===== src/rtl/lane_steer_pkg.sv =====
// Package lane_steer_pkg
// Shared helpers for the lane steering configuration block.
// Assumes: all operands to the majority function share one width.
package lane_steer_pkg;

    // Bitwise two-of-three vote over an 8-bit-wide container.
    function automatic logic [7:0] vote3(input logic [7:0] a,
                                         input logic [7:0] b,
                                         input logic [7:0] c);
        return (a & b) | (a & c) | (b & c);
    endfunction

endpackage


===== src/rtl/tmr_reg.sv =====
// Module tmr_reg
// One configuration register kept as three copies. The output is the bitwise
// majority of the copies. Each clock writes either new data or the current
// vote back into all copies, so one bad copy lasts at most one cycle.
// Assumes: W is at most 8; at most one copy is disturbed in any cycle.
module tmr_reg #(
    parameter int W = 8,
    parameter logic [W-1:0] RESET_VAL = '0
) (
    input  logic         clk,
    input  logic         rst_n,
    input  logic         we,
    input  logic [W-1:0] d,
    output logic [W-1:0] q,
    output logic         mismatch
);
    import lane_steer_pkg::*;

    logic [W-1:0] copy_q [3];
    logic [7:0]   voted8;

    // Majority vote of the three copies, evaluated in a byte container.
    assign voted8   = vote3(8'(copy_q[0]), 8'(copy_q[1]), 8'(copy_q[2]));
    assign q        = voted8[W-1:0];
    // Any copy that disagrees with the vote marks a repair this cycle.
    assign mismatch = (copy_q[0] != q) || (copy_q[1] != q) || (copy_q[2] != q);

    // Load reset default, new data, or the scrubbed vote into every copy.
    always_ff @(posedge clk) begin
        for (int c = 0; c < 3; c++) begin
            if (!rst_n)
                copy_q[c] <= RESET_VAL;
            else if (we)
                copy_q[c] <= d;
            else
                copy_q[c] <= q;
        end
    end

    // the first cycle out of reset shows the default.
    a_r1_reset_default : assert property (@(posedge clk) disable iff (!rst_n)
        $rose(rst_n) |-> (q == RESET_VAL));

    // written data is what the vote shows one edge later.
    a_r2_write_lands : assert property (@(posedge clk) disable iff (!rst_n)
        we |=> (q == $past(d)));

endmodule


===== src/rtl/cfg_regfile.sv =====
// Module cfg_regfile
// Register map for amplitude codes, shared bias and spare routing fields,
// each built from a tmr_reg. Provides a combinational read port and the
// OR of every register's repair indication.
// Assumes: address space of 2**ADDR_W is at least the register count.
module cfg_regfile #(
    parameter int NUM_OUT   = 12,
    parameter int NUM_SPARE = 4,
    parameter int CODE_W    = 8,
    parameter int ROUTE_W   = 4,
    parameter int ADDR_W    = 5,
    parameter logic [CODE_W-1:0] MOD_DEFAULT  = 8'h90,
    parameter logic [CODE_W-1:0] BIAS_DEFAULT = 8'h10
) (
    input  logic                          clk,
    input  logic                          rst_n,
    input  logic                          we,
    input  logic [ADDR_W-1:0]             addr,
    input  logic [CODE_W-1:0]             wdata,
    output logic [CODE_W-1:0]             rdata,
    output logic [NUM_OUT*CODE_W-1:0]     mod_codes,
    output logic [CODE_W-1:0]             bias,
    output logic [NUM_SPARE*ROUTE_W-1:0]  spare_fields,
    output logic                          any_mismatch
);
    localparam int BIAS_IDX = NUM_OUT;
    localparam int NREG     = NUM_OUT + 1 + NUM_SPARE;

    logic [CODE_W-1:0] voted [NREG];
    logic [NREG-1:0]   mis;

    for (genvar k = 0; k < NREG; k++) begin : g_reg
        localparam int RW = (k <= BIAS_IDX) ? CODE_W : ROUTE_W;
        localparam logic [RW-1:0] RV = (k < NUM_OUT)  ? RW'(MOD_DEFAULT)  :
                                       (k == BIAS_IDX) ? RW'(BIAS_DEFAULT) : '0;
        logic         sel_we;
        logic [RW-1:0] q_k;

        // Decode the write strobe for this slot.
        assign sel_we = we && (addr == ADDR_W'(k));

        tmr_reg #(.W(RW), .RESET_VAL(RV)) u_reg (
            .clk      (clk),
            .rst_n    (rst_n),
            .we       (sel_we),
            .d        (wdata[RW-1:0]),
            .q        (q_k),
            .mismatch (mis[k])
        );

        // Zero-extend the vote into the common read container.
        assign voted[k] = CODE_W'(q_k);
    end

    for (genvar m = 0; m < NUM_OUT; m++) begin : g_mod_out
        // Amplitude code fan-out per output.
        assign mod_codes[m*CODE_W +: CODE_W] = voted[m];
    end

    for (genvar s = 0; s < NUM_SPARE; s++) begin : g_spare_out
        // Routing field fan-out per spare.
        assign spare_fields[s*ROUTE_W +: ROUTE_W] = voted[BIAS_IDX+1+s][ROUTE_W-1:0];
    end

    assign bias         = voted[BIAS_IDX];
    assign any_mismatch = |mis;

    // Read mux: mapped slot returns its vote, anything else returns zero.
    always_comb begin
        rdata = '0;
        for (int k = 0; k < NREG; k++)
            if (addr == ADDR_W'(k))
                rdata = voted[k];
    end

    // a write outside the map leaves every stored code untouched.
    a_r7_unmapped_write : assert property (@(posedge clk) disable iff (!rst_n)
        (we && (addr >= ADDR_W'(NREG))) |=>
            ($stable(mod_codes) && $stable(bias) && $stable(spare_fields)));

endmodule


===== src/rtl/spare_router.sv =====
// Module spare_router
// Lane crossbar: primaries pass straight through, each spare picks one
// receiver through its routing field or sits idle at 0.
// Assumes: field layout is {enable, receiver select}; NUM_RX is a power of 2.
module spare_router #(
    parameter int NUM_RX    = 8,
    parameter int NUM_SPARE = 4,
    parameter int ROUTE_W   = 4
) (
    input  logic [NUM_RX-1:0]            rx,
    input  logic [NUM_SPARE*ROUTE_W-1:0] fields,
    output logic [NUM_RX+NUM_SPARE-1:0]  tx
);
    localparam int SEL_W = ROUTE_W - 1;

    // Primary outputs are hard-wired to their receivers.
    assign tx[NUM_RX-1:0] = rx;

    for (genvar s = 0; s < NUM_SPARE; s++) begin : g_spare
        logic [SEL_W-1:0] sel;
        logic             en;
        assign sel = fields[s*ROUTE_W +: SEL_W];
        assign en  = fields[s*ROUTE_W + SEL_W];
        // Spare mux, gated idle when not enabled.
        assign tx[NUM_RX+s] = en & rx[sel];
    end

endmodule


===== src/rtl/lane_steer_cfg.sv =====
// Module lane_steer_cfg
// Top of the redundant-lane configuration controller: triplicated register
// map, spare lane steering, and a sticky repaired-upset flag.
// Assumes: synchronous active-low reset held for at least one clock at power-up.
module lane_steer_cfg #(
    parameter int NUM_RX    = 8,
    parameter int NUM_OUT   = 12,
    parameter int CODE_W    = 8,
    parameter int ADDR_W    = 5,
    parameter logic [CODE_W-1:0] MOD_DEFAULT  = 8'h90,
    parameter logic [CODE_W-1:0] BIAS_DEFAULT = 8'h10
) (
    input  logic                      clk,
    input  logic                      rst_n,
    input  logic                      cfg_we,
    input  logic [ADDR_W-1:0]         cfg_addr,
    input  logic [CODE_W-1:0]         cfg_wdata,
    output logic [CODE_W-1:0]         cfg_rdata,
    input  logic [NUM_RX-1:0]         rx_lane,
    output logic [NUM_OUT-1:0]        tx_lane,
    output logic [NUM_OUT*CODE_W-1:0] mod_code,
    output logic [CODE_W-1:0]         bias_code,
    output logic                      upset_seen
);
    localparam int NUM_SPARE = NUM_OUT - NUM_RX;
    localparam int ROUTE_W   = $clog2(NUM_RX) + 1;

    logic [NUM_SPARE*ROUTE_W-1:0] spare_fields;
    logic                         any_mismatch;
    logic                         upset_q;

    cfg_regfile #(
        .NUM_OUT(NUM_OUT), .NUM_SPARE(NUM_SPARE), .CODE_W(CODE_W),
        .ROUTE_W(ROUTE_W), .ADDR_W(ADDR_W),
        .MOD_DEFAULT(MOD_DEFAULT), .BIAS_DEFAULT(BIAS_DEFAULT)
    ) u_regs (
        .clk          (clk),
        .rst_n        (rst_n),
        .we           (cfg_we),
        .addr         (cfg_addr),
        .wdata        (cfg_wdata),
        .rdata        (cfg_rdata),
        .mod_codes    (mod_code),
        .bias         (bias_code),
        .spare_fields (spare_fields),
        .any_mismatch (any_mismatch)
    );

    spare_router #(
        .NUM_RX(NUM_RX), .NUM_SPARE(NUM_SPARE), .ROUTE_W(ROUTE_W)
    ) u_router (
        .rx     (rx_lane),
        .fields (spare_fields),
        .tx     (tx_lane)
    );

    // Sticky capture of any repair since reset.
    always_ff @(posedge clk) begin
        if (!rst_n)
            upset_q <= 1'b0;
        else if (any_mismatch)
            upset_q <= 1'b1;
    end

    assign upset_seen = upset_q;

    // once raised, the flag holds until reset.
    a_r9_flag_sticky : assert property (@(posedge clk) disable iff (!rst_n)
        upset_seen |=> upset_seen);

    for (genvar s = 0; s < NUM_SPARE; s++) begin : g_chk
        // a disabled spare never drives a 1.
        a_r6_spare_idle : assert property (@(posedge clk) disable iff (!rst_n)
            !spare_fields[s*ROUTE_W + ROUTE_W-1] |-> !tx_lane[NUM_RX+s]);
    end

endmodule


===== config.mk =====
export PLATFORM = sky130hd
export DESIGN_NAME = lane_steer_cfg
export DESIGN_NICKNAME = d
export VERILOG_FILES = /design/src/rtl/lane_steer_pkg.sv /design/src/rtl/tmr_reg.sv /design/src/rtl/cfg_regfile.sv /design/src/rtl/spare_router.sv /design/src/rtl/lane_steer_cfg.sv
export SDC_FILE = /design/constraint.sdc
export NUM_CORES = 1
export LEC_CHECK = 0
export BUFFER_PORTS_ARGS = -buffer_cell sky130_fd_sc_hd__buf_2
export CAP_MARGIN = 20
export CORE_AREA = 3 3 231 233
export DETAILED_ROUTE_END_ITERATION = 16
export DIE_AREA = 0 0 234 236
export SKIP_CTS_REPAIR_TIMING = 1
export SLEW_MARGIN = 20
export SYNTH_ARGS = -nofsm -noshare
export SYNTH_HDL_FRONTEND = slang
export SYNTH_SLANG_ARGS = --single-unit
export TNS_END_PERCENT = 5

===== constraint.sdc =====
create_clock -name clk -period 2.1 [get_ports clk]
set_input_delay 0.42 -clock clk [delete_from_list [all_inputs] [get_ports clk]]
set_output_delay 0.42 -clock clk [all_outputs]
set_load 0.01 [all_outputs]

Word level (Yosys, flattened, before mapping)
Memories as Yosys holds them, arrays and structs flattened.
Cells that the tools add are included.
Widths: inputs -> output; s select.
Storage, ports and cells
  output and inout port bits: 125
  flip-flop bits (word level): 1
  input bits: 24
  word-level logic and storage cells: 563
  memories: 17
  RAM bits: 360
Memories
  u_regs.g_reg[0].u_reg.copy_q: words 3, width 8, rd ports 3, clocked after memory_dff 0, wr ports 3, RTL line tmr_reg.sv:19  | logic [W-1:0] copy_q [3];
  u_regs.g_reg[10].u_reg.copy_q: words 3, width 8, rd ports 3, clocked after memory_dff 0, wr ports 3, RTL line tmr_reg.sv:19
  u_regs.g_reg[11].u_reg.copy_q: words 3, width 8, rd ports 3, clocked after memory_dff 0, wr ports 3, RTL line tmr_reg.sv:19
  u_regs.g_reg[12].u_reg.copy_q: words 3, width 8, rd ports 3, clocked after memory_dff 0, wr ports 3, RTL line tmr_reg.sv:19
  u_regs.g_reg[1].u_reg.copy_q: words 3, width 8, rd ports 3, clocked after memory_dff 0, wr ports 3, RTL line tmr_reg.sv:19
  u_regs.g_reg[2].u_reg.copy_q: words 3, width 8, rd ports 3, clocked after memory_dff 0, wr ports 3, RTL line tmr_reg.sv:19
  11 more memories
Operators by class
  order comparisons: 4
  equal/unequal tests: 67
  reduce and logical (&&, ||, !) cells: 53
  muxes and demuxes: 230
  bitwise gates (word level): 191
Operators with widths (count)
  $mux 8: 95
  $and 8x8->8: 39
  $ne 8x8->1: 39
  $or 8x8->8: 26
  $mux 1: 107
  $or 1x1->1: 102
  $mux 4: 24
  $and 4x4->4: 12
  $ne 4x4->1: 12
  $eq 5x4->1 const B: 8
  $logic_or 1x1->1: 34
  $or 4x4->4: 8
  $eq 5x3->1 const B: 4
  $logic_and 1x1->1: 17
  $reduce_or 17->1: 1
  $lt 3x4->1 const B: 4
  $bmux 1 s3: 4
  $eq 5x2->1 const B: 2
  $eq 5x1->1 const B: 1
  $eq 5x5->1 const B: 1
  $logic_not 5->1: 1
  $and 1x1->1: 4

Longest topological paths before layout
An unclocked memory read counts as a cell.
  word-level depth: 21
  gate-level depth with buffers: 10
  gate-level depth less buffers: 7

By module
A second synthesis with hierarchy kept.
Second synthesis, totals
  cells, all modules: 1428
  area, all modules: 16224.3 µm²
Modules (own cells, without submodules)
  tmr_reg (u_regs.g_reg[0].u_reg ...): seq. area each 480.5 µm², cells each 77, area each 948.4 µm², times used 12
  tmr_reg (u_regs.g_reg[13].u_reg ...): seq. area each 240.2 µm², cells each 38, area each 483.0 µm², times used 4
  cfg_regfile: seq. area each 0.0 µm², cells each 238, area each 1581.5 µm², times used 1
  tmr_reg (u_regs.g_reg[12].u_reg): seq. area each 480.5 µm², cells each 76, area each 957.2 µm², times used 1
  spare_router: seq. area each 0.0 µm², cells each 36, area each 345.3 µm², times used 1
  lane_steer_cfg: seq. area each 20.0 µm², cells each 2, area each 27.5 µm², times used 1

Worst setup path before layout
No wires, ideal clock.
  path type: input port to output port
  start point: in cfg_addr[1]
  end point: out cfg_rdata[4]
  buffers on the path: 3
  path slack: -209 ps
  stages: 9
  data required time: 1680 ps
  arrival time: 1889 ps
  cell sequence: buf_2 -> or3_1 -> buf_6 -> nor2_4 -> buf_6 -> a22oi_1 -> a31oi_1 -> o221ai_1 -> a21oi_1
Between the ends
  cells in the longest elaborated chain, start to end: 18
  elaborated cells on any way between the ends: 34
  classes of those cells: 16 x eq/ne; 17 x mux; 1 x reduce/logical
RTL lines
  start, declared: RTL line lane_steer_cfg.sv:16  | input logic [ADDR_W-1:0] cfg_addr,
  $logic_not 5->1: RTL line cfg_regfile.sv:72  | if (addr == ADDR_W'(k))
  $mux 8 (16 in a row): RTL line cfg_regfile.sv:72
  $mux 8 (*): RTL line cfg_regfile.sv:72
  end, declared: RTL line lane_steer_cfg.sv:18  | output logic [CODE_W-1:0] cfg_rdata,
Mark *: on every way between the ends. The rest lies on a longest branch, timed or not.

==> flow_metrics.py <==
metrics = {
    "floorplan": {
        "core_area_sq_um": 51400,
        "die_w_um": 234,
        "die_area_sq_um": 55200,
        "num_io_pins": 149,
        "std_cell_rows": 83,
        "die_y_um": 236,
        "initial_core_util": 0.289,
    },
    "logic_synthesis": {
        "syn_area_per_cell_sq_um": 10.3,
        "ys_async_sr_fraction": 0,
        "ys_types": 64,
        "netlist_instances": 1447,
        "synth-edff-count": 240,
        "synth-seq-area-share": 0.487,
        "synth_seq_cells": 241,
        "netlist_area_sq_um": 14800,
        "ys.flop_type": "edfxtp_1",
        "synth_warnings": 0,
    },
    "routing": {
        "drtAntennaViolNets": 0,
        "drtIter0Drc": 1262,
        "viasPerCell": 4.96,
        "vias": 14647,
        "drt_wl_total_um": 64400,
        "drc": 0,
        "drt-pass1-iter-count": 5,
        "wl_per_cell_um": 21.8,
    },
    "power": {
        "swShare": 0.285,
        "ir_drop_v": 0.000488,
        "p_leak_nw": 9.88,
        "combPwrFrac": 0.227,
        "power.internal_mw": 10.2,
        "clkPwrFrac": 0.368,
        "p_total_mw": 14.3,
        "seq_power_share": 0.405,
        "pwr_density_cell_nw_per_um2": 629,
        "power.switching_mw": 4.06,
    },
    "setup_path": {
        "crit_arrival_ns": 2.55,
        "crit_buf_inv": 2,
        "cp.required_ns": 1.68,
        "startpoint_type": "register",
        "worstSetupPathType": "register to output pin",
        "critical_path.top_delay_family": "compound AO/OA/AOI/OAI gates",
        "crit_chain": "ha_4, nor2_4, inv_2, a32o_1, o31a_1, a2111oi_4, o211ai_1, buf_2",
        "cpPeakStageDelay_ns": 0.43,
        "crit_slowest_cell": "edfxtp_1",
        "cp_max_fo": 2,
        "end_kind": "output pin",
    },
    "place": {
        "gp_congestion": 0.980,
        "detailed_place_hpwl_um": 51900,
        "dp_cells": 2894,
        "portBuffers": 148,
        "place_ws_ns": -0.797,
    },
    "clock_network": {
        "cts_sinks": 241,
        "ctsLongestPathBuffers": 3,
        "clk_pin_slew_ns": 0.06,
        "cts_buffers": 29,
        "cts-root-buf": "clkbuf_16",
        "tritoncts": "yes",
        "cts_htree_levels": 1,
        "clock_latency_ns": 0.58,
    },
    "global_route": {
        "antenna_found_initial": 4,
        "met1_usage": 0.300,
        "top_usage_layer": "met2",
        "grt_max_degree": 71,
        "grtUsageMet3": 0.0319,
        "grt_pass1_wl_um": 90700,
        "use_met2": 0.376,
        "grt_usage": 0.226,
        "gr-total-overflow": 0,
        "grt_pass1_vias": 14148,
    },
    "min_path": {
        "hold_path.class": "primary input to register",
    },
    "timing": {
        "clock_skew_ns": 0.00813,
        "hold_violations": 0,
        "period_minus_slack_ns": 2.97,
        "slew_headroom": 0.543,
        "worst_slew_pin_slew_ns": 0.685,
        "setup_violations": 75,
        "layout_setup_ws_ns": -0.866,
        "max_freq_ghz": 0.337,
        "drv_slew": 0,
        "timing.final.crit_share": 1.41,
        "fin_tns_setup_ns": -11.96,
        "rsz0062_at_grt": "true",
    },
    "run": {
        "maxCapViolations": 0,
    },
    "cells_and_area": {
        "final_cell_mix": "buf_4 (450), edfxtp_1 (240), conb_1 (240)",
        "final_common_cell": "buf_4",
        "utilization": 0.442,
        "layout-drive-gt1-share": 0.418,
        "syn2layout_area_growth_pct": 53.0,
        "fin_nets": 2397,
        "final_cells": 2956,
    },
    "status": {
        "violations": "setup timing",
        "status": "complete, but fails checks",
    },
}
## flip-flops by register name, summed over array words and instances, names as in the netlist
signal,count
upset_seen,1
u_regs.g.u_reg.copy_q,240
## tightest hold or removal path: cells and delay by family
| family | cells | cell delay [ns] |
|---|---|---|
| buffers and inverters | 2 | 0.24 |
| and+or+nand+nor | 1 | 0.11 |
## synth_stat cells, types with 4 or more instances
cell	number	area, sq um
ha_1	120	1500
a21oi_1	48	240
nand3_1	26	130
nor2_4	7	78.8
nor4_1	34	213
o22ai_1	42	263
nand2_2	9	56.3
a2111oi_0	5	43.8
o2111ai_1	4	35.0
nand4_1	12	75.1
buf_6	6	67.6
o21ai_0	26	130
nor2b_1	4	25.0
nand2_1	98	368
nor2_1	192	721
inv_1	163	612
edfxtp_1	240	7210
mux2i_1	41	410
buf_1	7	26.3
a22oi_1	6	45.0
buf_4	9	67.6
nor3_1	13	65.1
a221oi_1	29	254
mux4_2	8	180
nand2b_1	5	31.3
buf_2	19	95.1
o21ai_1	4	20.0
a31oi_1	6	37.5
or2_2	59	369
clkbuf_1	43	161
a211oi_1	116	871
## power by group through the flow
stage,combinational (mW),clock [mW],sequential [mW]
floorplan,1.19,0,5.83
global placement,2.86,0,5.82
detailed placement,2.89,0,5.85
CTS,2.90,5.30,5.75
global route,3.45,5.48,5.80
finish,3.24,5.26,5.78
## final timing paths
path | from | endpoint | slack, ns | cells past startpoint
setup / recovery | u_regs.g_reg[0].u_reg.copy_q[1][1]$_DFFE_PP_ | cfg_rdata[1] | -0.87 | 8
hold reg to reg | u_regs.g_reg[9].u_reg.copy_q[0][4]$_DFFE_PP_ | u_regs.g_reg[9].u_reg.copy_q[0][4]$_DFFE_PP_ | 0.78 | 4
hold / removal | rst_n | u_regs.g_reg[6].u_reg.copy_q[2][3]$_SDFFCE_PN0P_ | 0.32 | 3
setup reg to reg | u_regs.g_reg[15].u_reg.copy_q[1][3]$_DFFE_PP_ | upset_seen$_SDFFE_PN0P_ | -0.35 | 9
## through the flow
step / hold WS (ns) / area [sq um]
after floorplan: 0.644 / 15700
after global placement: 0.736 / 20600
after detailed placement: 0.748 / 20600
after CTS: 0.300 / 21500
after global routing: 0.328 / 22700
final: 0.316 / 22700
## per-layer routing
layer | routed length (um) | vias to the layer above | share of wire
li1 | - | 6744 | -
met1 | 26600 | 7184 | 0.41
met2 | 30600 | 587 | 0.48
met3 | 4810 | 128 | 0.075
met4 | 2380 | 4 | 0.037
met5 | 23 | - | 0.00036
## final cells by class
class	instances	area, sq um
timing repair buffer	620	4490
sequential	241	7230
fill	4960	28700
tap	680	851
clock inverter	19	215
multi-input combinational	1198	8560
clock buffer	34	744
inverter	163	622
antenna	1	2.50
## kinds of logic (layout without fill, tap and decap cells)
group | count (synthesis) | in the layout | share of synthesized area
and+or+nand+nor | 476 | 476 | 0.154
AOI/OAI and AO/OA | 313 | 313 | 0.148
other | 1 | 241 | 0.000253
buffers and inverters | 247 | 836 | 0.0694
DFF | 241 | 241 | 0.487
adders and majority gates | 120 | 120 | 0.101
muxes | 49 | 49 | 0.0398
Note: power is estimated with default switching activity, not from simulation.
